**src/rtl/tg_pkg.sv**
```systemverilog
package tg_pkg;
  localparam int LIM_W = 4;

  typedef struct packed {
    logic [LIM_W-1:0] wr2rd_diff;
    logic [LIM_W-1:0] rd2wr;
    logic [LIM_W-1:0] wr2rd_same;
    logic [LIM_W-1:0] rd2rd;
    logic [LIM_W-1:0] wr2wr;
  } tg_limits_t;

  function automatic tg_limits_t tg_unpack(input logic [31:0] w);
    tg_limits_t l;
    l.wr2rd_diff = {1'b0, w[18:16]};
    l.rd2wr      = w[15:12];
    l.wr2rd_same = w[11:8];
    l.rd2rd      = w[7:4];
    l.wr2wr      = w[3:0];
    return l;
  endfunction
endpackage

```
**src/rtl/tg_dimm_track.sv**
```systemverilog
module tg_dimm_track #(
  parameter int CNT_W  = 4,
  parameter int RANK_W = 2
) (
  input  logic              clk_i,
  input  logic              rst_ni,
  input  logic              upd_rd_i,
  input  logic              upd_wr_i,
  input  logic [RANK_W-1:0] rank_i,
  output logic [CNT_W-1:0]  rd_cnt_o,
  output logic [CNT_W-1:0]  wr_cnt_o,
  output logic [RANK_W-1:0] rd_rank_o,
  output logic [RANK_W-1:0] wr_rank_o
);
  localparam logic [CNT_W-1:0] CNT_MAX = '1;
  localparam logic [CNT_W-1:0] CNT_ONE = CNT_W'(1);

  // saturated at reset: no history means no restriction
  always_ff @(posedge clk_i or negedge rst_ni) begin
    if (!rst_ni) begin
      rd_cnt_o  <= CNT_MAX;
      wr_cnt_o  <= CNT_MAX;
      rd_rank_o <= '0;
      wr_rank_o <= '0;
    end else begin
      if (upd_rd_i) begin
        rd_cnt_o  <= CNT_ONE;
        rd_rank_o <= rank_i;
      end else if (rd_cnt_o != CNT_MAX) begin
        rd_cnt_o <= rd_cnt_o + CNT_ONE;
      end
      if (upd_wr_i) begin
        wr_cnt_o  <= CNT_ONE;
        wr_rank_o <= rank_i;
      end else if (wr_cnt_o != CNT_MAX) begin
        wr_cnt_o <= wr_cnt_o + CNT_ONE;
      end
    end
  end
endmodule

```
**src/rtl/tg_rule_check.sv**
```systemverilog
module tg_rule_check
  import tg_pkg::*;
#(
  parameter int CNT_W  = 4,
  parameter int RANK_W = 2
) (
  input  tg_limits_t        lim_i,
  input  logic              is_write_i,
  input  logic [RANK_W-1:0] rank_i,
  input  logic [CNT_W-1:0]  rd_cnt_i,
  input  logic [CNT_W-1:0]  wr_cnt_i,
  input  logic [RANK_W-1:0] rd_rank_i,
  input  logic [RANK_W-1:0] wr_rank_i,
  output logic              ok_o
);
  logic ok_wr2wr, ok_rd2wr, ok_wr2rd, ok_rd2rd;
  logic [CNT_W-1:0] wr2rd_lim;

  always_comb begin
    wr2rd_lim = (wr_rank_i == rank_i) ? CNT_W'(lim_i.wr2rd_same) : CNT_W'(lim_i.wr2rd_diff);
    ok_wr2wr  = wr_cnt_i >= CNT_W'(lim_i.wr2wr);
    ok_rd2wr  = rd_cnt_i >= CNT_W'(lim_i.rd2wr);
    ok_wr2rd  = wr_cnt_i >= wr2rd_lim;
    ok_rd2rd  = (rd_rank_i == rank_i) || (rd_cnt_i >= CNT_W'(lim_i.rd2rd));
    ok_o      = is_write_i ? (ok_wr2wr && ok_rd2wr) : (ok_wr2rd && ok_rd2rd);
  end
endmodule

```
**src/rtl/turnaround_guard.sv**
```systemverilog
module turnaround_guard
  import tg_pkg::*;
#(
  parameter int NUM_DIMMS = 4,
  parameter int NUM_RANKS = 4,
  parameter int CNT_W     = 4,
  localparam int DIMM_W   = (NUM_DIMMS > 1) ? $clog2(NUM_DIMMS) : 1,
  localparam int RANK_W   = (NUM_RANKS > 1) ? $clog2(NUM_RANKS) : 1
) (
  input  logic              clk_i,
  input  logic              rst_ni,
  input  logic              cmd_valid_i,
  input  logic              cmd_write_i,
  input  logic [DIMM_W-1:0] cmd_dimm_i,
  input  logic [RANK_W-1:0] cmd_rank_i,
  input  logic [31:0]       timing_i,
  output logic              grant_o,
  output logic              stall_o
);
  tg_limits_t        lim;
  logic [CNT_W-1:0]  rd_cnt  [NUM_DIMMS];
  logic [CNT_W-1:0]  wr_cnt  [NUM_DIMMS];
  logic [RANK_W-1:0] rd_rank [NUM_DIMMS];
  logic [RANK_W-1:0] wr_rank [NUM_DIMMS];
  logic              ok;

  assign lim = tg_unpack(timing_i);

  for (genvar d = 0; d < NUM_DIMMS; d++) begin : g_dimm
    logic hit;
    assign hit = grant_o && (int'(cmd_dimm_i) == d);
    tg_dimm_track #(.CNT_W(CNT_W), .RANK_W(RANK_W)) u_track (
      .clk_i    (clk_i),
      .rst_ni   (rst_ni),
      .upd_rd_i (hit && !cmd_write_i),
      .upd_wr_i (hit && cmd_write_i),
      .rank_i   (cmd_rank_i),
      .rd_cnt_o (rd_cnt[d]),
      .wr_cnt_o (wr_cnt[d]),
      .rd_rank_o(rd_rank[d]),
      .wr_rank_o(wr_rank[d])
    );
  end

  tg_rule_check #(.CNT_W(CNT_W), .RANK_W(RANK_W)) u_rule (
    .lim_i     (lim),
    .is_write_i(cmd_write_i),
    .rank_i    (cmd_rank_i),
    .rd_cnt_i  (rd_cnt[cmd_dimm_i]),
    .wr_cnt_i  (wr_cnt[cmd_dimm_i]),
    .rd_rank_i (rd_rank[cmd_dimm_i]),
    .wr_rank_i (wr_rank[cmd_dimm_i]),
    .ok_o      (ok)
  );

  assign grant_o = cmd_valid_i && ok;
  assign stall_o = cmd_valid_i && !ok;
endmodule

```
**config.mk**
```make
export PLATFORM = sky130hd
export DESIGN_NAME = turnaround_guard
export DESIGN_NICKNAME = d
export VERILOG_FILES = /design/src/rtl/tg_pkg.sv /design/src/rtl/tg_dimm_track.sv /design/src/rtl/tg_rule_check.sv /design/src/rtl/turnaround_guard.sv
export SDC_FILE = /design/constraint.sdc
export NUM_CORES = 1
export LEC_CHECK = 0
export CORE_MARGIN = 5
export CORE_UTILIZATION = 55
export DETAILED_ROUTE_END_ITERATION = 12
export PLACE_DENSITY = 0.8
export SETUP_SLACK_MARGIN = 0.2
export SLEW_MARGIN = 20
export SYNTH_ARGS = -nofsm -noshare
export SYNTH_HDL_FRONTEND = slang
export SYNTH_SLANG_ARGS = --single-unit
```
**constraint.sdc**
```tcl
create_clock -name clk_i -period 6.5 [get_ports clk_i]
set_input_delay 1.625 -clock clk_i [delete_from_list [all_inputs] [get_ports clk_i]]
set_output_delay 1.625 -clock clk_i [all_outputs]
set_load 0.005 [all_outputs]
```
---- After elaboration in Yosys (flattened, before gate mapping) ----
Cells that the tools add are included.
storage, ports and cells
  memories kept ........................... 0
  bits in latches ......................... 0
  memory bits (writable) .................. 0
  memory bits (read-only) ................. 0
  register bits ........................... 48
operators by class
  muxes and demuxes ....................... 30
  $mul .................................... 0
  $add $sub $neg .......................... 8
  reduce and logical (&&, ||, !) cells .... 28
  shifts and indexed selects .............. 0
  div/mod/pow operators ................... 0
  magnitude comparators ................... 5
  bitwise logic cells ..................... 1
  eq/ne operators ......................... 13
operators with widths
  operator             number
  $mux 4               21
  $add 4x1->4 const B  8
  $ne 4x4->1 const B   8
  $bmux 4 s2           2
  $ge 4x4->1           4
  $logic_and 1x1->1    16
  $reduce_bool 2->1    8
  $bmux 2 s2           2
  $mux 2               4
  $eq 2x2->1           2
  $eq 2x2->1 const B   2
  $ge 3x3->1 const B   1
  $not 2->3            1
  $eq 2x1->1 const B   1
  $logic_not 1->1      2
  $logic_not 2->1      1
  $logic_or 1x1->1     1
  $mux 1               1

---- Logic depth before layout (Yosys ltp) ----
  depth in word-level cells ............... 13
  depth in mapped cells ................... 11

---- Modules after synthesis ----
From an unflattened synthesis, not the netlist that was laid out.
second synthesis, totals
  cells, all modules ...................... 284
  area total of the unflattened synthesis .. 3403.3 sq um
by module, submodules not included
  module            area an instance (sq um)  cells an instance  sequential area each (sq um)  instances
  tg_dimm_track     633.1                     48                 310.3                         4
  tg_rule_check     454.2                     60                 0.0                           1
  turnaround_guard  416.6                     32                 0.0                           1

---- Worst setup path before layout ----
OpenSTA, ideal clock, no wires.
  path kind ............................... input port to output port
  start ................................... input cmd_dimm_i[0]
  end ..................................... output stall_o
  buffers on the path ..................... 1
  arrival time ............................ 4.454 ns
  setup slack ............................. 0.421 ns
  stages on the path ...................... 11
  path through ............................ buf_6 > mux4_2 > xnor2_1 > nand2_1 > mux2_2 > ha_1 > nor3b_1 > nor2_1 > o31ai_1 > or2_2 > and3_1
on the way
  cells in the longest elaborated chain, start to end .. 11
ends and longest elaborated chain
  item                                       RTL line                RTL
  start, declared                            turnaround_guard.sv:14  input logic [DIMM_W-1:0] cmd_dimm_i,
  $not 2->3 (implied by the code) (*)        -
  $bmux 2 s2                                 turnaround_guard.sv:52  .wr_rank_i (wr_rank[cmd_dimm_i]),
  $mux 2 (implied by the code) (2 in a row)  turnaround_guard.sv:52
  $eq 2x2->1                                 tg_rule_check.sv:20     wr2rd_lim = (wr_rank_i == rank_i) ? CNT_W'(lim_i.wr2rd_same) : CNT_W'(lim_i.wr2rd_diff);
  $mux 4                                     tg_rule_check.sv:20
  $ge 4x4->1                                 tg_rule_check.sv:23     ok_wr2rd = wr_cnt_i >= wr2rd_lim;
  $logic_and 1x1->1                          tg_rule_check.sv:25     ok_o = is_write_i ? (ok_wr2wr && ok_rd2wr) : (ok_wr2rd && ok_rd2rd);
  $mux 1 (*)                                 tg_rule_check.sv:25
  $logic_not 1->1 (*)                        turnaround_guard.sv:57  assign stall_o = cmd_valid_i && !ok;
  $logic_and 1x1->1 (*)                      turnaround_guard.sv:57
  end, declared                              turnaround_guard.sv:18  output logic stall_o
Every way passes the cells marked *; elsewhere a longest branch is shown, timed or not. The select of a mux whose other input is x is not followed.

---- Worst setup path in the final report ----
Ends and elaborated chain as after synthesis.

==> run metrics <==
outcome finished clean; drt via density ~6; Slew Limit Fails 0; worst hold slack ~0.5 ns; dpl cell area 3490 um2; non-filler cells, final 392; Cell Rows 27; Synth Flop Type dfstp_2; Syn Nets between 300 and 400; nets about 380; Reg area between 1000 and 1500 um2; routed wire length ~6500 um; die height 84.1 um; maximum fanout along the worst path 3; RSZ-0062 raised after global routing false; TritonCTS clock tree done; Ys Warns 0; Post-route DRC 0; area leader, netlist dfstp_2; Initial Utilization between 50% and 60%; Place WS -0.212 ns; Worst Path Required between 4 and 5 ns; Fin Clk Skew between 0.008 and 0.009 ns; share of layout cells above drive strength 1 roughly 28%; DP HPWL 4980 um; WL met1 roughly 2900 um; Syn Inst Count 272; top post-synthesis cells by area dfstp_2 (28%), dfrtp_1 (13%), ha_1 (9.9%), mux4_2 (8.9%), nor2_1 (4.0%); Pwr per Cell Area around 440 nW/um2; ys async rst share between 90% and 100%; multi-input logic area between 1500 and 2000 um2; dpl cells ~380; Cell Area, Synth just over 3000 um2; period utilisation layout between 90% and 100%; largest family of logic cells by synthesized area multiplexers; n_diodes 0; area share of the largest cell type after synthesis ~28%; global-route wire length before repair 11500 um; Adder-Cell Fraction of Synth Area under 10%; vias in the first global route approximately 2.4k; Die X-Extent approximately 84 um; # port buffers 28; Post-synth EDFFs 0; design area about 3600 um2; Distinct cells, synth 40; io pins 42; mux cell area share after synthesis 18.6%; initial antenna violation count 0; drt first pass iters 4; core footprint about 5400 um2; Fmax 0.163 GHz; syn avg cell area ~11 um2; CTS Buf Count 5; # hold bufs at CTS 0; DR top layer met4; maximum VDD drop about 0.18 mV; H-tree levels 2; routed wl met3 about 280 um; fill count approximately 430; CP Class input pin to output port; Post-Synth Simple-Gate Area about 17%; Met2 Wirelength approximately 3300 um; fin crit period approximately 6 ns; Worst Tran Pin Value roughly 1 ns; TNS Setup 0 ns; Synth Register Bits between 40 and 50; GPL Wtd Cong around 0.83; WL/cell about 17 um; Root Buffer clkbuf_8; Clock transition at path regs roughly 0.080 ns; final hold violations 0; Routed Antenna Nets 0; clk_lat worst skew 0.30 ns; total power between 1.5 and 2 mW; Max Cap Viol 0; Die ar. between 7000 and 8000 um2; slew margin rel. between 30% and 40%; sequential area share after synthesis approximately two fifths; initial DRC count around 140; Critical Path Sink Type output port; Synth Area in Compound Gates 6.75%; Arr. time, crit path approximately 4.5 ns; CP Launch Type input pin; clock tree buffer depth 2; largest net degree at the start of global routing slightly below 50; overall overflow remaining after global route 0; Tot GR Track Use between 20% and 30%; static leakage approximately 1.6 nW; Final Core Density between 60% and 70%; worst min-delay path class flip-flop to flip-flop; final setup fails 0; xor/xnor share of the synthesized area 3.98%; via count about 2.3k; setup ws final between 0.3 and 0.4 ns; Area Overhead vs Synth 19.5%; Clock Sinks 48
synthesized netlist by cell type (8+ instances only):
cell	n
a31oi_1	8
ha_1	24
mux2_2	10
xnor2_1	10
nand3_1	19
nand2_1	12
o21ai_0	10
dfstp_2	32
nor3_1	12
inv_1	11
nor2_1	32
mux2i_1	10
dfrtp_1	16
mux4_2	12
registers in the layout, indices dropped and copies added, names as in the netlist:
name,cells
g_dimm.u_track.rd_rank_o,8
g_dimm.u_track.wr_cnt_o,16
g_dimm.u_track.wr_rank_o,8
g_dimm.u_track.rd_cnt_o,16
worst paths after layout:
check / from / end / slack, ns / cells after the start
min in group asynchronous: rst_ni / g_dimm[2].u_track.wr_rank_o[0] / 1.33 / 1
max in group asynchronous: rst_ni / g_dimm[1].u_track.rd_rank_o[1] / 4.76 / 1
worst max-delay path: cmd_dimm_i[0] / stall_o / 0.37 / 13
worst min register to register: g_dimm[3].u_track.rd_rank_o[1] / g_dimm[3].u_track.rd_rank_o[1] / 0.49 / 1
worst max register to register: g_dimm[3].u_track.wr_rank_o[0] / g_dimm[1].u_track.rd_rank_o[1] / 3.22 / 12
worst min-delay path: g_dimm[3].u_track.rd_rank_o[1] / g_dimm[3].u_track.rd_rank_o[1] / 0.49 / 1
logic make-up after synthesis:
| logic type | count (synthesis) |
|---|---|
| compound gates | 31 |
| xor+xnor | 12 |
| fa+ha+maj | 24 |
| buf+inv | 17 |
| flops | 48 |
| mux | 39 |
| simple gates | 101 |
layout make-up:
| cell class | instances | share of cell area (%) |
|---|---|---|
| repair buffers | 46 | 11.4 |
| inverters | 11 | 1.14 |
| clock buffers | 6 | 2.01 |
| well taps | 72 | 2.49 |
| flip-flops and latches | 48 | 34.4 |
| clock inverters | 2 | 0.970 |
| multi-input cells | 207 | 47.6 |
timing repair:
| action | CTS | global route |
|---|---|---|
| setup endpoints to repair | 2 | 2 |
| gates resized for setup | 7 | 1 |
| pin swaps | 2 | 0 |
| gates cloned | 0 | 0 |
| buffers inserted | 0 | 0 |
routing by layer:
metal | vias to the layer above | global-route usage, %
li1 | 1104 | -
met1 | 1132 | 26.6
met2 | 58 | 33.3
met3 | 12 | 4.74
met4 | 0 | 6.14
met5 | - | 0
cell usage in the layout, fill, tap and decap left out, types with 10 or more instances in the layout:
| cell type | synthesis | routed |
|---|---|---|
| buf_4 | 0 | 19 |
| clkdlybuf4s50_1 | 0 | 23 |
| dfrtp_1 | 16 | 16 |
| dfstp_2 | 32 | 32 |
| ha_1 | 24 | 24 |
| inv_1 | 11 | 11 |
| mux2_2 | 10 | 10 |
| mux2i_1 | 10 | 10 |
| mux4_2 | 12 | 12 |
| nand2_1 | 12 | 12 |
| nand3_1 | 19 | 19 |
| nor2_1 | 32 | 32 |
| nor3_1 | 12 | 12 |
| o21ai_0 | 10 | 10 |
report_power, final:
group | internal, mW | switching, mW | leakage, nW
sequential | 0.512 | 0.156 | 0.547
clock | 0.114 | 0.0996 | 0.0552
combinational | 0.385 | 0.332 | 0.954
worst max-delay path: stages:
cell and delay [ns]:
clkdlybuf4s15_2 0.22, mux4_2 0.55, xnor2_2 0.16, nand2_1 0.15
mux2_2 0.35, ha_1 0.28, nor3b_2 0.17, nor2_1 0.07
o31ai_1 0.25, buf_4 0.16, or2_2 0.13, and3_1 0.16
dlygate4sd2_1 0.23
No activity file was read; power rests on OpenSTA's default activity.
